$ cat src/rtl/hdr_route_pkg.sv
package hdr_route_pkg;
  localparam int NUM_PORTS = 4;
  localparam int HDR_W     = 32;
  localparam int CNT_W     = 16;
  localparam int ADDR_W    = 5;
  localparam int NUM_CNT   = NUM_PORTS + 2;
  localparam int IDLE_IDX  = NUM_PORTS;
  localparam int NONE_IDX  = NUM_PORTS + 1;
  localparam int MASK_BASE = NUM_PORTS;
  localparam int IDLE_VAL_ADDR  = 2 * NUM_PORTS;
  localparam int IDLE_MASK_ADDR = 2 * NUM_PORTS + 1;
  localparam int CNT_BASE  = 16;

  // Strobes from control to datapath: one increment request per counter.
  typedef struct packed {
    logic [NUM_CNT-1:0] bump;
  } strobeT;
endpackage

$ cat src/rtl/hdr_route_ctrl.sv
module hdr_route_ctrl
  import hdr_route_pkg::*;
(
  input  logic                            clk,
  input  logic                            rstN,
  input  logic                            hdrValid,
  input  logic                            hecOk,
  input  logic [HDR_W-1:0]                hdrWord,
  input  logic [NUM_PORTS-1:0][HDR_W-1:0] portVal,
  input  logic [NUM_PORTS-1:0][HDR_W-1:0] portMask,
  input  logic [HDR_W-1:0]                idleVal,
  input  logic [HDR_W-1:0]                idleMask,
  output strobeT                          strobe,
  output logic                            matchValid,
  output logic [NUM_PORTS-1:0]            portSel,
  output logic                            idleHit,
  output logic                            noMatch
);
  logic [NUM_PORTS-1:0] portHit;
  logic [NUM_PORTS-1:0] firstHit;
  logic                 anyHit;
  logic                 idleMatch;
  logic                 cellGo;

  generate
    for (genvar p = 0; p < NUM_PORTS; p++) begin : g_cmp
      assign portHit[p] = ((hdrWord ^ portVal[p]) & portMask[p]) == '0;
    end
  endgenerate

  assign idleMatch = ((hdrWord ^ idleVal) & idleMask) == '0;
  assign cellGo    = hdrValid && hecOk;

  // Lowest-numbered matching port wins.
  always_comb begin
    firstHit = '0;
    anyHit   = 1'b0;
    for (int p = 0; p < NUM_PORTS; p++) begin
      if (portHit[p] && !anyHit) begin
        firstHit[p] = 1'b1;
        anyHit      = 1'b1;
      end
    end
  end

  always_comb begin
    strobe.bump = '0;
    if (cellGo) begin
      if (idleMatch)   strobe.bump[IDLE_IDX] = 1'b1;
      else if (anyHit) strobe.bump[NUM_PORTS-1:0] = firstHit;
      else             strobe.bump[NONE_IDX] = 1'b1;
    end
  end

  always_ff @(posedge clk) begin
    if (!rstN) begin
      matchValid <= 1'b0;
      portSel    <= '0;
      idleHit    <= 1'b0;
      noMatch    <= 1'b0;
    end else begin
      matchValid <= cellGo;
      portSel    <= strobe.bump[NUM_PORTS-1:0];
      idleHit    <= strobe.bump[IDLE_IDX];
      noMatch    <= strobe.bump[NONE_IDX];
    end
  end
endmodule

$ cat src/rtl/hdr_route_dp.sv
module hdr_route_dp
  import hdr_route_pkg::*;
(
  input  logic                            clk,
  input  logic                            rstN,
  input  strobeT                          strobe,
  input  logic                            regWrEn,
  input  logic                            regRdEn,
  input  logic [ADDR_W-1:0]               regAddr,
  input  logic [HDR_W-1:0]                regWrData,
  output logic [HDR_W-1:0]                regRdData,
  output logic [NUM_PORTS-1:0][HDR_W-1:0] portVal,
  output logic [NUM_PORTS-1:0][HDR_W-1:0] portMask,
  output logic [HDR_W-1:0]                idleVal,
  output logic [HDR_W-1:0]                idleMask,
  output logic [NUM_CNT-1:0]              cntOvfl
);
  localparam logic [CNT_W-1:0] CNT_MAX = '1;

  logic [NUM_CNT-1:0][CNT_W-1:0] cnt;
  logic [NUM_CNT-1:0]            cntRdHit;
  logic [HDR_W-1:0]              rdNext;

  always_ff @(posedge clk) begin
    if (!rstN) begin
      portVal  <= '0;
      portMask <= '1;
      idleVal  <= '0;
      idleMask <= '1;
    end else if (regWrEn) begin
      for (int p = 0; p < NUM_PORTS; p++) begin
        if (regAddr == ADDR_W'(p))             portVal[p]  <= regWrData;
        if (regAddr == ADDR_W'(MASK_BASE + p)) portMask[p] <= regWrData;
      end
      if (regAddr == ADDR_W'(IDLE_VAL_ADDR))  idleVal  <= regWrData;
      if (regAddr == ADDR_W'(IDLE_MASK_ADDR)) idleMask <= regWrData;
    end
  end

  generate
    for (genvar i = 0; i < NUM_CNT; i++) begin : g_cnt
      assign cntRdHit[i] = regRdEn && (regAddr == ADDR_W'(CNT_BASE + i));

      always_ff @(posedge clk) begin
        if (!rstN) begin
          cnt[i]     <= '0;
          cntOvfl[i] <= 1'b0;
        end else begin
          cntOvfl[i] <= 1'b0;
          if (cntRdHit[i]) begin
            cnt[i] <= strobe.bump[i] ? CNT_W'(1) : '0;
          end else if (strobe.bump[i] && cnt[i] != CNT_MAX) begin
            cnt[i]     <= cnt[i] + 1'b1;
            cntOvfl[i] <= (cnt[i] == CNT_MAX - 1'b1);
          end
        end
      end
    end
  endgenerate

  always_comb begin
    rdNext = '0;
    for (int p = 0; p < NUM_PORTS; p++) begin
      if (regAddr == ADDR_W'(p))             rdNext = portVal[p];
      if (regAddr == ADDR_W'(MASK_BASE + p)) rdNext = portMask[p];
    end
    if (regAddr == ADDR_W'(IDLE_VAL_ADDR))  rdNext = idleVal;
    if (regAddr == ADDR_W'(IDLE_MASK_ADDR)) rdNext = idleMask;
    for (int i = 0; i < NUM_CNT; i++) begin
      if (regAddr == ADDR_W'(CNT_BASE + i)) rdNext = HDR_W'(cnt[i]);
    end
  end

  always_ff @(posedge clk) begin
    if (!rstN)        regRdData <= '0;
    else if (regRdEn) regRdData <= rdNext;
  end
endmodule

$ cat src/rtl/hdr_route_top.sv
module hdr_route_top
  import hdr_route_pkg::*;
(
  input  logic                 clk,
  input  logic                 rstN,
  input  logic                 hdrValid,
  input  logic [HDR_W-1:0]     hdrWord,
  input  logic                 hecOk,
  input  logic                 regWrEn,
  input  logic                 regRdEn,
  input  logic [ADDR_W-1:0]    regAddr,
  input  logic [HDR_W-1:0]     regWrData,
  output logic [HDR_W-1:0]     regRdData,
  output logic                 matchValid,
  output logic [NUM_PORTS-1:0] portSel,
  output logic                 idleHit,
  output logic                 noMatch,
  output logic [NUM_CNT-1:0]   cntOvfl
);
  strobeT                          strobe;
  logic [NUM_PORTS-1:0][HDR_W-1:0] portVal;
  logic [NUM_PORTS-1:0][HDR_W-1:0] portMask;
  logic [HDR_W-1:0]                idleVal;
  logic [HDR_W-1:0]                idleMask;

  hdr_route_ctrl u_ctrl (
    .clk(clk), .rstN(rstN), .hdrValid(hdrValid), .hecOk(hecOk), .hdrWord(hdrWord),
    .portVal(portVal), .portMask(portMask), .idleVal(idleVal), .idleMask(idleMask),
    .strobe(strobe), .matchValid(matchValid), .portSel(portSel),
    .idleHit(idleHit), .noMatch(noMatch)
  );

  hdr_route_dp u_dp (
    .clk(clk), .rstN(rstN), .strobe(strobe), .regWrEn(regWrEn), .regRdEn(regRdEn),
    .regAddr(regAddr), .regWrData(regWrData), .regRdData(regRdData),
    .portVal(portVal), .portMask(portMask), .idleVal(idleVal), .idleMask(idleMask),
    .cntOvfl(cntOvfl)
  );
endmodule

$ cat config.mk
export PLATFORM = sky130hd
export DESIGN_NAME = hdr_route_top
export DESIGN_NICKNAME = d
export VERILOG_FILES = /design/src/rtl/hdr_route_pkg.sv /design/src/rtl/hdr_route_ctrl.sv /design/src/rtl/hdr_route_dp.sv /design/src/rtl/hdr_route_top.sv
export SDC_FILE = /design/constraint.sdc
export NUM_CORES = 1
export LEC_CHECK = 0
export BUFFER_PORTS_ARGS = -buffer_cell sky130_fd_sc_hd__buf_2
export CAP_MARGIN = 20
export CORE_AREA = 2 2 191 193
export CTS_CLUSTER_DIAMETER = 150
export CTS_CLUSTER_SIZE = 12
export DETAILED_ROUTE_END_ITERATION = 7
export DIE_AREA = 0 0 193 195
export GPL_TIMING_DRIVEN = 0
export PLACE_DENSITY_LB_ADDON = 0.2
export SYNTH_ARGS = -nofsm -noshare
export SYNTH_HDL_FRONTEND = slang
export SYNTH_SLANG_ARGS = --single-unit
$ cat constraint.sdc
create_clock -name clk -period 7.1 [get_ports clk]
set_input_delay 0.71 -clock clk [delete_from_list [all_inputs] [get_ports clk]]
set_output_delay 0.71 -clock clk [all_outputs]
set_load 0.05 [all_outputs]
==> impl_results.md <==
* Slew Viols, Final at 0
* Combinational power share at 9.6%
* Core area at about 0.035 sq mm
* FF-to-FF path depth at 9
* Syn nets at 3,034
* Max H-tree Level at 2
* FMAX at 0.2865 GHz
* Clock Latency Late Sink at ~0.63 ns
* Crit path max-delay cell type: nor2_1
* Post-layout min period at 3.490 ns
* Critical Path Start Type: input pin
* DR DRC count at 9
* Maxcap violations at 0
* Detailed Place HPWL at ~70 mm
* CP peak stage delay at roughly 0.89 ns
* ANT nets after route at 0
* Worst-path fanout max at 10
* Seq pwr share at 49.9%
* CTS sink cnt at between 400 and 500
* Critical Path Most Common Cell: o21ai_0
* Setup crit end kind: flip-flop
* CP Cell Sequence: buf_2, or3b_2, nor2_1, clkbuf_1, a221o_1, o21ai_0, a211o_1, o21ai_0
* Setup violators final at 0
* Layout area overhead at 8.928%
* IO Port Bufs at 52
* Initial Utilization at 64.22%
* P_sw at 0.001439 W
* Seq/Total Area, Yosys at 40.60%
* CTS Buf Count at 44
* Violated checks: DRC
* Final hold vios at 0
* Initial antenna violation count at 4
* Critical setup path kind: input pin to flip-flop
* Vias in the first global route at 22,800
* Remaining Overflow, GRT at 0
* Cells after DPL at approximately 3,500
* Finished Core Util at 69.95%
* Setup bufs post-CTS at 0
* R2r endpoint: u_dp.cnt[76]
* Data required, critical path at 7.62 ns
* Final Worst Setup Slack at around 3.6 ns
* Post-synth EDFFs at 0
* Resize count post-CTS at 0
* RSZ-0062 raised after global routing: no
* Switching share of power at 27.15%
* CTS tree: built
* Syn Area/Cell at 7.714 sq um
* P_int at between 0.003 and 0.004 W
* Drt pass-1 iters at 8
* DP Worst Slack at 3.294 ns
* Overall routing resource usage at 49.29%
* Hold-fix buffers, CTS at 0
* Nets at roughly 3,100
* Vias per inst at 7.003
* Fin cells at 3,516
* Wirelength per Cell at 26.75 um
* Slew at the pin closest to its max-slew limit at approximately 1.2 ns
* Root Buffer: clkbuf_16
* Leakage at between 9 and 10 nW
* Ys async rst share at 0%
* Die outline width at between 150 and 200 um
* HP Class: flip-flop to flip-flop
* Count leader, synth: nand2_1
* Pwr Density at 214.0 mW/mm^2
* Largest delay contributor family on the critical path: simple AND/OR/NAND/NOR gates
* Synth top area cells: dfxtp_1 41%, nand2_1 12%, xor2_1 6.6%
* First-pass GRT wire length at roughly 140 mm
* Synthesized area at ~0.023 sq mm
* Routed via count at ~25,000
* Netlist cell types at 67
* Crit path arrival time at 4.01 ns
* Ys flop type: dfxtp_1
* Yosys top cell area share at 40.60%
* YS warnings at 0
* Mapped Cells at 2,947
* Status: finished with violations
* Yosys reg bits at 461
* Max IR drop VDD at 0.2316 mV
* DRT iter0 DRCs at slightly below 4,000
* I/O pin total at 120
* Endpoint, Worst Hold: u_dp.cnt[0]
* # rows at 69
* CTS max path bufs at 3
* RePlAce Congestion at 1.121
* Hold depth at 2
* Share of cells above drive strength 1 at 5.869%
* Largest net degree at the start of global routing at 13
* Clk pwr share at 40.5%
* Slack of the worst reg-to-reg path at ~3.6 ns
* Overall Power at between 0.005 and 0.006 W
* Worst Path Buf+Inv at 2
* Clock transition at path regs at about 0.06 ns
* Slew margin rel. at 17.64%
* FF-to-FF Start: u_dp.idleVal[27]
* Fin crit share at between 40% and 50%
* Area leader, netlist: dfxtp_1
* Final wirelength at 94.07 mm
* Setup TNS at 0 ns
* Die H at around 200 um
* Start point of the worst hold path: u_dp.cnt[0]
* Die ar. at 0.03764 sq mm
* Synth cell count leaders: 754 x nand2_1, 461 x dfxtp_1, 237 x a21oi_1
* Final Skew at approximately 0.035 ns
-- logic make-up after synthesis --
group,Yosys count,synth area share [%]
xor gates and xnor gates,187,7.205
buffers and inverters,288,5.213
AOI/OAI and AO/OA,688,19.58
DFF,461,40.60
and+or+nand+nor,1296,25.96
muxes,15,0.7816
adders and majority gates,12,0.6605
-- layer usage --
metal	vias to the layer above	routed length, um	track usage (%)	part of all wire, %
met2	2158	39540	73.64	42
met4	2	9668	39.31	10
met1	11290	32210	59.26	34
met3	612	12640	13.68	13
met5	-	13	0	0.014
li1	10560	-	-	-
-- worst max path at each step --
stage                      from                 end  slack [ns]  cells past startpoint
6_report             regAddr[2]  u_dp.regRdData[13]        3.61                      8
5_1_grt              regAddr[0]   u_dp.regRdData[4]        3.55                      9
4_1_cts        u_dp.idleVal[27]        u_dp.cnt[76]        3.86                      9
3_5_place_dp         regAddr[0]   u_dp.regRdData[4]        3.29                      9
3_3_place_gp         regAddr[0]   u_dp.regRdData[4]        3.18                      8
2_1_floorplan       hdrWord[20]        u_dp.cnt[16]        4.19                     10
-- power by group through the flow --
stage / Combinational, W / Sequential, W / Clock, W
finish: 0.000507 / 0.00265 / 0.00215
global route: 0.000516 / 0.00265 / 0.00221
CTS: 0.000475 / 0.00264 / 0.00212
detailed placement: 0.000473 / 0.00270 / 0
global placement: 0.000468 / 0.00270 / 0
floorplan: 0.000259 / 0.00272 / 0
-- layout make-up --
type	instances	area (sq um)
Antenna cell	5	12.51
Buffer	256	1065
Clock buffer	45	1126
Clock inverter	3	26.28
Fill cell	2986	10640
Inverter	32	120.1
Multi-Input combinational cell	2198	12320
Sequential cell	461	9229
Tap cell	461	576.8
Timing Repair Buffer	55	287.8
-- placed cells by master (no fill, tap or decap), types with 31 or more instances in the layout --
cell type    n
a22oi_1    110
a222oi_1    31
xor2_1     172
nand4_1     48
nand3_1    218
o21ai_0     93
dfxtp_1    461
a21oi_1    237
clkbuf_16   45
o22ai_1     92
nand2_1    754
buf_2       88
or3_1       48
nor2_1      83
clkbuf_1   207
-- state kept, by name (all words and copies together), names as in the netlist, 4 cells and up --
name / count
u_ctrl.portSel: 4
u_dp.cnt: 96
u_dp.cntOvfl: 6
u_dp.idleMask: 32
u_dp.idleVal: 32
u_dp.portMask: 128
u_dp.portVal: 128
u_dp.regRdData: 32
-- stage by stage --
stage	hold slack, ns	instance area (sq um)
after floorplan	0.4515	22730
after global placement	0.4663	23570
after detailed placement	0.4719	23580
after CTS	0.4800	24730
after global routing	0.4995	24750
final	0.4805	24760
-- worst register-to-register path: stages (launching register included) --
cell      delay, ns
dfxtp_1        0.33
xor2_1         0.19
a22oi_1        0.34
nand4_1        0.23
nor4_4         0.93
o211ai_2       0.43
buf_2          0.31
nor3_1         0.31
xnor2_1        0.18
nor2_1         0.07
No activity file was read; power rests on OpenSTA's default activity.
